<file path="config.mk">
export PLATFORM = sky130hd
export DESIGN_NAME = bitslice_alu
export DESIGN_NICKNAME = d
export VERILOG_FILES = /design/src/rtl/bitslice_alu_pkg.sv /design/src/rtl/alu_slice.sv /design/src/rtl/alu_flag_gen.sv /design/src/rtl/bitslice_alu.sv
export SDC_FILE = /design/constraint.sdc
export NUM_CORES = 1
export LEC_CHECK = 0
export ABC_CLOCK_PERIOD_IN_PS = 800
export BUFFER_PORTS_ARGS = -buffer_cell sky130_fd_sc_hd__clkbuf_2
export CAP_MARGIN = 10
export CORE_MARGIN = 2
export CORE_UTILIZATION = 25
export DETAILED_ROUTE_END_ITERATION = 16
export GPL_TIMING_DRIVEN = 0
export SETUP_SLACK_MARGIN = 0.5
export SYNTH_ARGS = -nofsm -noshare
export SYNTH_HDL_FRONTEND = slang
export SYNTH_SLANG_ARGS = --single-unit
</file>
<file path="constraint.sdc">
create_clock -name clk -period 0.8 [get_ports clk]
set_clock_uncertainty 0.05 [all_clocks]
set_input_delay 0.16 -clock clk [delete_from_list [all_inputs] [get_ports clk]]
set_output_delay 0.16 -clock clk [all_outputs]
set_load 0.01 [all_outputs]
</file>
<file path="src/rtl/bitslice_alu_pkg.sv">
package bitslice_alu_pkg;

    typedef enum logic [2:0] {
        OP_ADD = 3'b000,
        OP_AND = 3'b001,
        OP_OR  = 3'b010,
        OP_XOR = 3'b011
    } alu_op_e;

    function automatic logic op_is_rotate(input logic [2:0] op);
        return op[2];
    endfunction

    function automatic logic op_is_add(input logic [2:0] op);
        return (op == OP_ADD);
    endfunction

endpackage

</file>
<file path="src/rtl/alu_slice.sv">
module alu_slice
    import bitslice_alu_pkg::*;
(
    input  logic [2:0] op,
    input  logic       a,
    input  logic       b,
    input  logic       cin,
    input  logic       hi_nb,
    input  logic       lo_nb,
    output logic       dout,
    output logic       cout
);

    always_comb begin
        if (op_is_rotate(op)) begin
            // carry passes through unchanged so every slice sees the direction
            dout = cin ? lo_nb : hi_nb;
            cout = cin;
        end else begin
            case (op[1:0])
                2'b00: begin
                    dout = a ^ b ^ cin;
                    cout = (a & b) | (cin & (a ^ b));
                end
                2'b01: begin
                    dout = a & b;
                    cout = 1'b1;
                end
                2'b10: begin
                    dout = a | b;
                    cout = 1'b1;
                end
                default: begin
                    dout = a ^ b;
                    cout = 1'b1;
                end
            endcase
        end
    end

endmodule

</file>
<file path="src/rtl/alu_flag_gen.sv">
module alu_flag_gen
    import bitslice_alu_pkg::*;
(
    input  logic [2:0] op,
    input  logic       carry_in,
    input  logic       acc_msb,
    input  logic       acc_lsb,
    input  logic       c_into_msb,
    input  logic       c_out_msb,
    output logic       carry_flag,
    output logic       ovf_flag
);

    always_comb begin
        if (op_is_rotate(op)) begin
            carry_flag = carry_in ? acc_msb : acc_lsb;
        end else begin
            carry_flag = c_out_msb;
        end
        ovf_flag = op_is_add(op) ? (c_into_msb ^ c_out_msb) : 1'b0;
    end

endmodule

</file>
<file path="src/rtl/bitslice_alu.sv">
module bitslice_alu
    import bitslice_alu_pkg::*;
#(
    parameter int WIDTH = 4
) (
    input  logic             clk,
    input  logic             rst_n,
    input  logic [2:0]       op_i,
    input  logic [WIDTH-1:0] acc_i,
    input  logic [WIDTH-1:0] opb_i,
    input  logic             carry_i,
    output logic [WIDTH-1:0] result_o,
    output logic             carry_o,
    output logic             ovf_o
);

    localparam int MSB = WIDTH - 1;

    typedef struct packed {
        logic [WIDTH-1:0] res;
        logic             c;
        logic             v;
    } out_t;

    logic [WIDTH:0]   chain;
    logic [WIDTH-1:0] slice_out;
    logic             carry_flag;
    logic             ovf_flag;
    out_t             out_d, out_q;

    assign chain[0] = carry_i;

    for (genvar i = 0; i < WIDTH; i++) begin : g_slice
        logic hi_nb;
        logic lo_nb;
        if (i == MSB) begin : g_top
            assign hi_nb = carry_i;
        end else begin : g_mid_hi
            assign hi_nb = acc_i[i+1];
        end
        if (i == 0) begin : g_bot
            assign lo_nb = carry_i;
        end else begin : g_mid_lo
            assign lo_nb = acc_i[i-1];
        end
        alu_slice u_slice (
            .op    (op_i),
            .a     (acc_i[i]),
            .b     (opb_i[i]),
            .cin   (chain[i]),
            .hi_nb (hi_nb),
            .lo_nb (lo_nb),
            .dout  (slice_out[i]),
            .cout  (chain[i+1])
        );
    end

    alu_flag_gen u_flags (
        .op         (op_i),
        .carry_in   (carry_i),
        .acc_msb    (acc_i[MSB]),
        .acc_lsb    (acc_i[0]),
        .c_into_msb (chain[MSB]),
        .c_out_msb  (chain[WIDTH]),
        .carry_flag (carry_flag),
        .ovf_flag   (ovf_flag)
    );

    always_comb begin
        out_d     = out_q;
        out_d.res = slice_out;
        out_d.c   = carry_flag;
        out_d.v   = ovf_flag;
    end

    always_ff @(posedge clk or negedge rst_n) begin
        if (!rst_n) begin
            out_q <= '0;
        end else begin
            out_q <= out_d;
        end
    end

    assign result_o = out_q.res;
    assign carry_o  = out_q.c;
    assign ovf_o    = out_q.v;

    // logical opcodes leave carry at one on the following cycle
    assert_logic_carry_R2: assert property (@(posedge clk) disable iff (!rst_n)
        ($past(rst_n) && !$past(op_i[2]) && ($past(op_i[1:0]) != 2'b00)) |-> carry_o);

    assert_no_ovf_R8: assert property (@(posedge clk) disable iff (!rst_n)
        ($past(rst_n) && ($past(op_i) != 3'b000)) |-> !ovf_o);

    assert_rot_right_fill_R6: assert property (@(posedge clk) disable iff (!rst_n)
        ($past(rst_n) && $past(op_i[2]) && !$past(carry_i))
        |-> (!result_o[MSB] && (carry_o == $past(acc_i[0]))));

    assert_rot_left_fill_R7: assert property (@(posedge clk) disable iff (!rst_n)
        ($past(rst_n) && $past(op_i[2]) && $past(carry_i))
        |-> (result_o[0] && (carry_o == $past(acc_i[MSB]))));

    assert_hold_after_reset_R9: assert property (@(posedge clk) disable iff (!rst_n)
        !$past(rst_n) |-> (result_o == '0 && !carry_o && !ovf_o));

endmodule

</file>
==> metrics.txt, run 1 <==
status finished, violations left; failing checks hold timing, setup timing; DIE HEIGHT approximately 54 um; Yosys Warn Count 0; fin nets 120; Cells after Synth 64; slew margin rel. between 80% and 90%; Fmax between 300 and 400 MHz; post-synthesis sequential area ratio between 20% and 30%; Starting Density 25.8%; Mean Syn Cell Area 9.79 um^2; startpoint type of the worst setup path primary input; Main synth FF type dfrtp_1; Chip Width approximately 54 um; Setup crit start op_i[2]; GRT overflow 0; global-route wire length before repair ~2200 um; Power Density between 1000 and 1500 nW/um^2; Area Growth Syn to Fin 52.3%; crit end category flip-flop; asr flop ratio synth 100%; 1st-pass router iterations 4; worst path cell trace buf_8 > or3_4 > o21a_1 > fa_2 > o21a_1 > fa_2 > o21a_1 > fa_2 > nor2_1 > a2111oi_2 > a211o_1; Crit Path Max Fanout 4; clock tree sinks 6; setup_tns -8260 ps; top cells by count, synth inv_1, ha_1, mux2i_1, dfrtp_1, nor2_1; Vias roughly 550; Peak VDD IR a little over 0.0006 V; Post-DP HPWL between 1000 and 1500 um; DRT Wirelength around 1400 um; crit path max-delay cell type fa_2; cts bufs inserted 3; ratio of cells with drive above 1 in the final layout approximately half; largest net degree at the start of global routing 11; CTS tree yes; ant diodes 0; post-route ant nets 0; num rows 18; worst-margin pin slew about 290 ps; Synth area leaders dfrtp_1, ha_1, fa_1, mux2i_1, inv_1; Buffers on Ports 18; Final Non-Filler Cells about 120; RSZ-0062 raised after global routing true; die area ~3000 um^2; initial drt markers 8; total track usage 10.0%; final total power 1050 uW; GP Congestion 0.719; wire length per cell about 12 um; fin crit period roughly 2700 ps; max-slew violation count 0; number of global-route vias before repair 518; H-tree levels 1; synthesized cell area ~630 um^2; number of synthesized flops with an enable pin 0; CTS clk-pin slew, worst paths ~40 ps; worst setup margin -1920 ps; core area ~2400 um^2; Post-Syn Nets 90; Worst Hold Class primary input to asynchronous set/reset pin; Synth cell types 24; DRC 0; post-synthesis register bit count 6; vias per inst about 4.5; Setup-failing EPs final 12; clock tree buffer depth 2; top cell type's share of synthesized area a little under a quarter; Fin Hold WS -313 ps; top-count cell post-synth inv_1; final period utilization 340%; leakage around 0.00047 uW; Worst Path Arrival between 2000 and 3000 ps; Placed Cells around 110; Critical Path Max Stage Delay 510 ps; Critical Path RT 920 ps; Top Ports 20; biggest area consumer among synthesized cells dfrtp_1; maxcap violations 0; Crit Path Category primary input to flip-flop; Root Buffer clkbuf_4; Area after DPL approximately 780 um^2; initial antenna violation count 0; fin area 955 um^2; endpoints failing hold 6
## worst max-delay path, delay by kind of cell
| kind | cells | cell delay [ps] |
|---|---|---|
| adders and majority gates | 3 | 1180 |
| and+or+nand+nor | 2 | 440 |
| buffers and inverters | 1 | 100 |
| AOI/OAI and AO/OA | 5 | 950 |
## stage by stage
stage | utilization (%) | setup WS (ps) | hold slack [ps]
floorplan | - | -2000 | -186
global placement | 32.0 | -2340 | -64.9
detailed placement | 32.0 | -2380 | -59.5
CTS | 36.5 | -1920 | -321
global route | 39.2 | -1990 | -309
finish | 39.2 | -1920 | -313
## metal layers
metal  wire (um)  track usage (%)
met5           0                0
met4           0             3.75
met3          69             1.11
met2         771             17.5
met1         588             12.5
## cells by family after synthesis
kind of cell / Yosys count / share of synthesized area (%)
compound gates: 13 / 15.4
buf+inv: 13 / 9.18
fa+ha+maj: 12 / 28.7
simple gates: 11 / 8.38
mux: 8 / 13.0
flops: 6 / 24.0
xor+xnor: 1 / 1.40
## worst max-delay path by stage
| stage | cells past startpoint | endpoint | slack, ps |
|---|---|---|---|
| 2_1_floorplan | 10 | result_o[3]$_DFF_PN0_ | -2000 |
| 3_3_place_gp | 11 | result_o[3]$_DFF_PN0_ | -2340 |
| 3_5_place_dp | 11 | result_o[3]$_DFF_PN0_ | -2380 |
| 4_1_cts | 11 | result_o[3]$_DFF_PN0_ | -1920 |
| 5_1_grt | 11 | result_o[3]$_DFF_PN0_ | -1990 |
| 6_report | 11 | result_o[3]$_DFF_PN0_ | -1920 |
## cell usage in the layout (no fill, tap or decap)
cell | synthesis | layout
clkbuf_2 | 0 | 13
ha_1 | 8 | 8
buf_4 | 0 | 8
mux2i_1 | 7 | 7
inv_1 | 10 | 6
dfrtp_1 | 6 | 6
nor2_1 | 5 | 4
buf_6 | 1 | 4
fa_2 | 0 | 4
o21a_1 | 3 | 3
a21oi_1 | 3 | 3
clkbuf_4 | 0 | 3
a22oi_1 | 2 | 2
o31a_1 | 2 | 2
buf_12 | 0 | 1
nor2b_1 | 1 | 1
nor3_1 | 1 | 1
a221oi_1 | 1 | 1
inv_2 | 0 | 1
or3_4 | 0 | 1
inv_6 | 0 | 1
nand2_1 | 1 | 1
nor2_2 | 0 | 1
inv_4 | 0 | 1
clkinv_8 | 0 | 1
mux2_2 | 1 | 1
a2111oi_2 | 0 | 1
and3_1 | 1 | 1
a211o_1 | 1 | 1
xnor2_2 | 0 | 1
nor4_2 | 0 | 1
clkbuf_16 | 0 | 1
buf_8 | 0 | 1
## sequential cells by signal, indices dropped and copies added, names as in the netlist
signal and count:
ovf_o 1, carry_o 1, result_o 4
## repair_timing
item / in CTS / in global routing
pin swaps: 8 / 3
endpoints found under the hold margin: 6 / 6
setup buffers: 4 / 3
gates resized for setup: 14 / 17
endpoints found under the setup margin: 12 / 12
## power breakdown
part	internal, uW	switching, uW
combinational	232	209
sequential	334	8.91
clock	169	98.0
total	735	316
## layout make-up
cell class                      instances  area, um^2
Fill cell                             249        1480
Tap cell                               30        37.5
Buffer                                  3        36.3
Inverter                               10        57.6
Clock buffer                            3        22.5
Timing Repair Buffer                   25         194
Multi-Input combinational cell         45         457
Sequential cell                         6         150
No activity file was read; power rests on OpenSTA's default activity.
==> run 2: changes to the inputs <==
--- a/config.mk
+++ b/config.mk
@@ -15,4 +15,5 @@
 export SETUP_SLACK_MARGIN = 0.5
 export SYNTH_ARGS = -nofsm -noshare
 export SYNTH_HDL_FRONTEND = slang
+export SYNTH_HIERARCHICAL = 1
 export SYNTH_SLANG_ARGS = --single-unit
==> run 2 against run 1 <==
Critical path depth is 2 higher. Count of clock-buffer cells in the layout is the same. Die area increased by 5.0%. Synthesized area grew 5.4%. Largest power group unchanged. Wire length down 4.5%. Clock power about the same. The flow still finishes with violations (hold timing, setup timing). First-iteration DRC count stayed put. Combinational power increased by 5.7%.
==> metrics.txt, run 2 <==
Synth Area in Simple Gates approximately an eighth; Synth area leaders dfrtp_1, ha_1, fa_1, mux2i_1, inv_1; Final Non-Filler Cells 129; endpoints failing hold 6; max reg flops 4; Yosys Warn Count 6; compound-cell area share of the yosys netlist 15.2%; clock tree sinks 6; Critical Path Max Stage Delay approximately 410 ps; status finished, violations left; CTS clk-pin slew, worst paths ~40 ps; max-slew violation count 0; Mean Syn Cell Area ~9.3 um^2; Cells after Synth 71; CTS tree yes; Synth Area in XOR/XNOR 1.33%; DIE HEIGHT 55.4 um; crit end category flip-flop; global-route wire length before repair between 2000 and 2500 um; Post-DP HPWL between 1000 and 1500 um; initial antenna violation count 0; DRT Wirelength between 1000 and 1500 um; met3 wire length 87 um; final total power around 1100 uW; maxcap violations 0; Fmax ~340 MHz; biggest area consumer among synthesized cells dfrtp_1; Worst Path Arrival roughly 3000 ps; Placed Cells 120; worst-margin pin slew 468 ps; Crit Path Max Fanout 2; Post-Synth Adder-Cell Area 27.3%; die area about 3100 um^2; worst path cell trace clkbuf_16 > fa_2 > nor3_2 > o21ai_2 > fa_2 > nor3_2 > o21ai_2 > fa_2 > nor3_2 > o21ai_2 > fa_2 > mux2_4 > o311a_1; Starting Density between 20% and 30%; largest family of logic cells by synthesized area adder cells; post-synthesis sequential area ratio between 20 and 25%; most frequent cells in the layout clkbuf_2, inv_1, nand2_1; top cell type's share of synthesized area a little under a quarter; WL met2 approximately 630 um; clock tree buffer depth 2; Post-Syn Nets 97; Main synth FF type dfrtp_1; crit path max-delay cell type fa_2; slew margin rel. 68.8%; leakage 0.000488 uW; wire length per cell between 10 and 15 um; number of synthesized flops with an enable pin 0; failing checks hold timing, setup timing; final period utilization 367%; Power Density 1130 nW/um^2; Crit Path Category primary input to flip-flop; Critical Path RT between 800 and 900 ps; top cells by count, synth inv_1, nand2_1, ha_1, dfrtp_1, mux2i_1; worst setup margin -2140 ps; 1st-pass router iterations 4; cts bufs inserted 3; number of global-route vias before repair 553; Setup-failing EPs final 12; Vias around 610; Chip Width 55.4 um; initial drt markers 8; post-route ant nets 0; GRT overflow 0; Worst Hold Class primary input to asynchronous set/reset pin; largest net degree at the start of global routing 24; Top Ports 20; core area ~2500 um^2; synthesized cell area between 600 and 700 um^2; num rows 18; DRC 0; fin nets between 100 and 150; leading cell type in the layout, fill and taps excluded clkbuf_2; most frequent cell on the critical path fa_2; proportion of synthesized area in mux cells ~14%; Peak VDD IR roughly 0.00063 V; RSZ-0062 raised after global routing true; met1 WL between 600 and 700 um; Fin Hold WS -315 ps; Synth cell types 15; H-tree levels 1; GP Congestion ~0.73; Buffers on Ports 19; total track usage approximately a tenth; ant diodes 0; Area Growth Syn to Fin 44.1%; vias per inst between 4 and 5; ratio of cells with drive above 1 in the final layout approximately 46%; Root Buffer clkbuf_4; asr flop ratio synth 100%; startpoint type of the worst setup path primary input; post-synthesis register bit count 6; highest metal used met4; fin crit period 2940 ps
## run 2: area by class of cell
type                    instances  area (um^2)
inverters                      12         45.0
multi-input cells              53          528
fillers                       257         1550
well taps                      30         37.5
flip-flops and latches          6          150
repair buffers                 25          169
clock buffers                   3         22.5
## run 2: how the worst max path moves through the flow
stage,to,slack (ps),start
final,result_o[3]$_DFF_PN0_,-2140,acc_i[0]
after global routing,result_o[3]$_DFF_PN0_,-2280,acc_i[0]
after CTS,ovf_o$_DFF_PN0_,-2150,acc_i[0]
after detailed placement,ovf_o$_DFF_PN0_,-2530,acc_i[0]
after global placement,ovf_o$_DFF_PN0_,-2540,acc_i[0]
after floorplan,result_o[3]$_DFF_PN0_,-2170,acc_i[0]
## run 2: metal layers
layer | track usage [%] | up-vias
met5 | 0 | -
met4 | 6.27 | 0
met3 | 1.64 | 2
met2 | 14.6 | 20
met1 | 13.1 | 273
li1 | - | 311
## run 2: per-stage QoR
step                      TNS, ps  instance area [um^2]  hold WS (ps)  worst slack, ps  utilization (%)
after floorplan             -9390                   713          -186            -2170                -
after global placement     -11280                   846         -65.0            -2540             33.8
final                       -9990                   952          -315            -2140             38.1
after CTS                  -10210                   942          -318            -2150             37.7
after detailed placement   -11330                   846         -59.7            -2530             33.8
after global routing       -10810                   952          -306            -2280             38.1
## run 2: worst max-delay path: cells and delay by family
kind                     cells  cell delay, ps
AND/OR/NAND/NOR              3             390
buffers and inverters        1             120
multiplexers                 1             270
AO/OA/AOI/OAI                4             570
adder cells (fa/ha/maj)      4            1480
## run 2: what timing repair did
item | CTS | global route
buffers inserted | 5 | 1
gates cloned | 0 | 0
resized for setup | 7 | 2
endpoints found under the setup margin | 12 | 12
endpoints found under the hold margin | 6 | 6
pin swaps | 3 | 1
## run 2: logic make-up (layout without fill, tap and decap cells)
logic type,after synthesis,count (layout)
XOR/XNOR,1,1
adder cells (fa/ha/maj),12,12
buffers and inverters,12,40
multiplexers,9,9
flip-flops,6,6
AND/OR/NAND/NOR,18,18
AO/OA/AOI/OAI,13,13
## run 2: power by group
part,switching (uW),internal (uW)
clock,95.1,169
combinational,230,236
sequential,8.36,337
==> run 3: changes to the inputs <==
--- a/config.mk
+++ b/config.mk
@@ -13,6 +13,7 @@
 export DETAILED_ROUTE_END_ITERATION = 16
 export GPL_TIMING_DRIVEN = 0
 export SETUP_SLACK_MARGIN = 0.5
+export SLEW_MARGIN = 20
 export SYNTH_ARGS = -nofsm -noshare
 export SYNTH_HDL_FRONTEND = slang
 export SYNTH_HIERARCHICAL = 1
==> constraint.sdc (replaced) <==
create_clock -name clk -period 0.8 [get_ports clk]
set_clock_uncertainty 0.05 [all_clocks]
set_input_delay 0.16 -clock clk [delete_from_list [all_inputs] [get_ports clk]]
set_output_delay 0.16 -clock clk [all_outputs]
set_load 0.1 [all_outputs]
==> run 3 against run 2 <==
The flow still finishes with violations (hold timing, setup timing). Non-clock buffer count did not move. Clock power fell by 2%. Sequential power rose by 10%. Design area rose by 16%. Core utilization rose by 6.2 points. Fmax fell by 0.85%. Sequential share of layout area fell by 0.18 points. Combinational power rose by 79%. First-iteration DRC count fell by 25%. Critical endpoint is now ovf_o$_DFF_PN0_.
==> metrics.txt, run 3 (synthesis results as in run 2) <==
H-tree levels 1; crit path max-delay cell type fa_2; worst path cell trace clkbuf_16 > fa_2 > nor3_2 > o21ai_2 > fa_2 > nor3_4 > o21ai_2 > fa_2 > nor3_4 > o21ai_2 > fa_2 > nor3_2 > o21ai_2 > xnor2_1 > nor4_2; Post-DP HPWL 1120 um; footprint of the multi-input gates between 500 and 600 um^2; CTS clk-pin slew, worst paths approximately 40 ps; leakage 0.000535 uW; Chip Width 55.4 um; 1st-pass router iterations 2; Area after DPL ~870 um^2; Peak VDD IR around 0.00087 V; final period utilization 370%; max reg flops 4; Fin Hold WS -311 ps; Placed Cells 120; slew margin rel. about 68%; ratio of cells with drive above 1 in the final layout 52.5%; Fillers around 240; startpoint type of the worst setup path primary input; CTS tree yes; core area 2500 um^2; initial drt markers 6; num rows 18; Starting Density about a quarter; crit end category flip-flop; status finished, violations left; Critical Path RT 880 ps; most frequent cells in the layout inv_1, nand2_1, clkbuf_2; total track usage between 10 and 15%; die area between 3000 and 4000 um^2; cts bufs inserted 3; Power Density about 1300 nW/um^2; clock tree buffer depth 2; Setup-failing EPs final 12; Vias a little over 600; Sequential Area 173 um^2; Final Non-Filler Cells 129; Critical Path Max Stage Delay between 300 and 400 ps; clock tree sinks 6; DRC 0; ant diodes 0; fin area ~1100 um^2; RSZ-0062 raised after global routing true; Area Growth Syn to Fin 67.6%; post-route ant nets 0; wire length per cell approximately 11 um; largest net degree at the start of global routing 24; max-slew violation count 0; setup_tns -11270 ps; Buffers on Ports 19; Crit Path Category primary input to flip-flop; Fmax between 300 and 400 MHz; DIE HEIGHT roughly 55 um; number of global-route vias before repair between 500 and 600; global-route wire length before repair 2450 um; fin nets 127; fin crit period ~3000 ps; initial antenna violation count 0; endpoints failing hold 6; DRT Wirelength approximately 1400 um; GRT overflow 0; Crit Path Max Fanout 2; failing checks hold timing, setup timing; worst-margin pin slew between 400 and 500 ps; worst setup margin -2160 ps; Final Util 44.3%; Root Buffer clkbuf_4; Worst Path Arrival roughly 3100 ps; GP Congestion 0.710; Worst Hold Class primary input to asynchronous set/reset pin; vias per inst about 4.7; Top Ports 20; maxcap violations 0
-- run 3: cell count changes in the layout (fill, tap and decap cells not counted) --
cell / before / now
buf_2: 1 / 2
clkbuf_16: 1 / 7
clkbuf_2: 16 / 9
dfrtp_1: 6 / 0
dfrtp_4: 0 / 6
nor3_2: 4 / 2
nor3_4: 0 / 2
-- run 3: worst max path at each step --
stage	startpoint	to	slack [ps]	depth (start not counted)
floorplan	acc_i[0]	result_o[3]$_DFF_PN0_	-2170	12
global placement	acc_i[0]	ovf_o$_DFF_PN0_	-2550	15
detailed placement	acc_i[0]	ovf_o$_DFF_PN0_	-2590	15
CTS	acc_i[0]	ovf_o$_DFF_PN0_	-2210	15
global route	acc_i[0]	ovf_o$_DFF_PN0_	-2300	15
finish	acc_i[0]	ovf_o$_DFF_PN0_	-2160	15
-- run 3: layout make-up --
class | instances | share of cell area (%)
multi-input cells | 53 | 48.8
clock buffers | 3 | 2.03
repair buffers | 25 | 26.1
well taps | 30 | 3.39
flip-flops and latches | 6 | 15.6
inverters | 12 | 4.07
-- run 3: metal layers --
metal / vias up / GRT usage, % / wire length (um)
li1: 308 / - / -
met1: 285 / 13.0 / 660
met2: 15 / 15.8 / 713
met3: 2 / 1.41 / 54
met4: 0 / 6.27 / 10
met5: - / 0 / 0
-- run 3: worst max-delay path, delay by kind of cell --
kind	cells	cell delay, ps
adders and majority gates	4	1460
xor gates and xnor gates	1	150
AOI/OAI and AO/OA	4	340
buffers and inverters	1	120
and+or+nand+nor	5	800
-- run 3: timing repair --
item                                    CTS  global route
setup buffers                             6             0
pin swaps                                 1             1
endpoints found under the hold margin     6             6
endpoints found under the setup margin   12            12
resized for setup                        24             6
-- run 3: through the flow --
step | hold slack [ps] | setup WS [ps] | total power (uW)
4_1_cts | -315 | -2210 | 1480
6_report | -311 | -2160 | 1480
2_1_floorplan | -186 | -2170 | 837
5_1_grt | -304 | -2300 | 1560
3_3_place_gp | -65.5 | -2550 | 996
3_5_place_dp | -59.7 | -2590 | 1020
-- run 3: power breakdown --
| part | switching (uW) | total [uW] | internal (uW) | leakage [uW] |
|---|---|---|---|---|
| Clock | 90.4 | 259 | 168 | 0.0000138 |
| Sequential | 22.6 | 381 | 359 | 0.0000646 |
| Combinational | 470 | 836 | 366 | 0.000457 |
| Total | 583 | 1480 | 893 | 0.000535 |
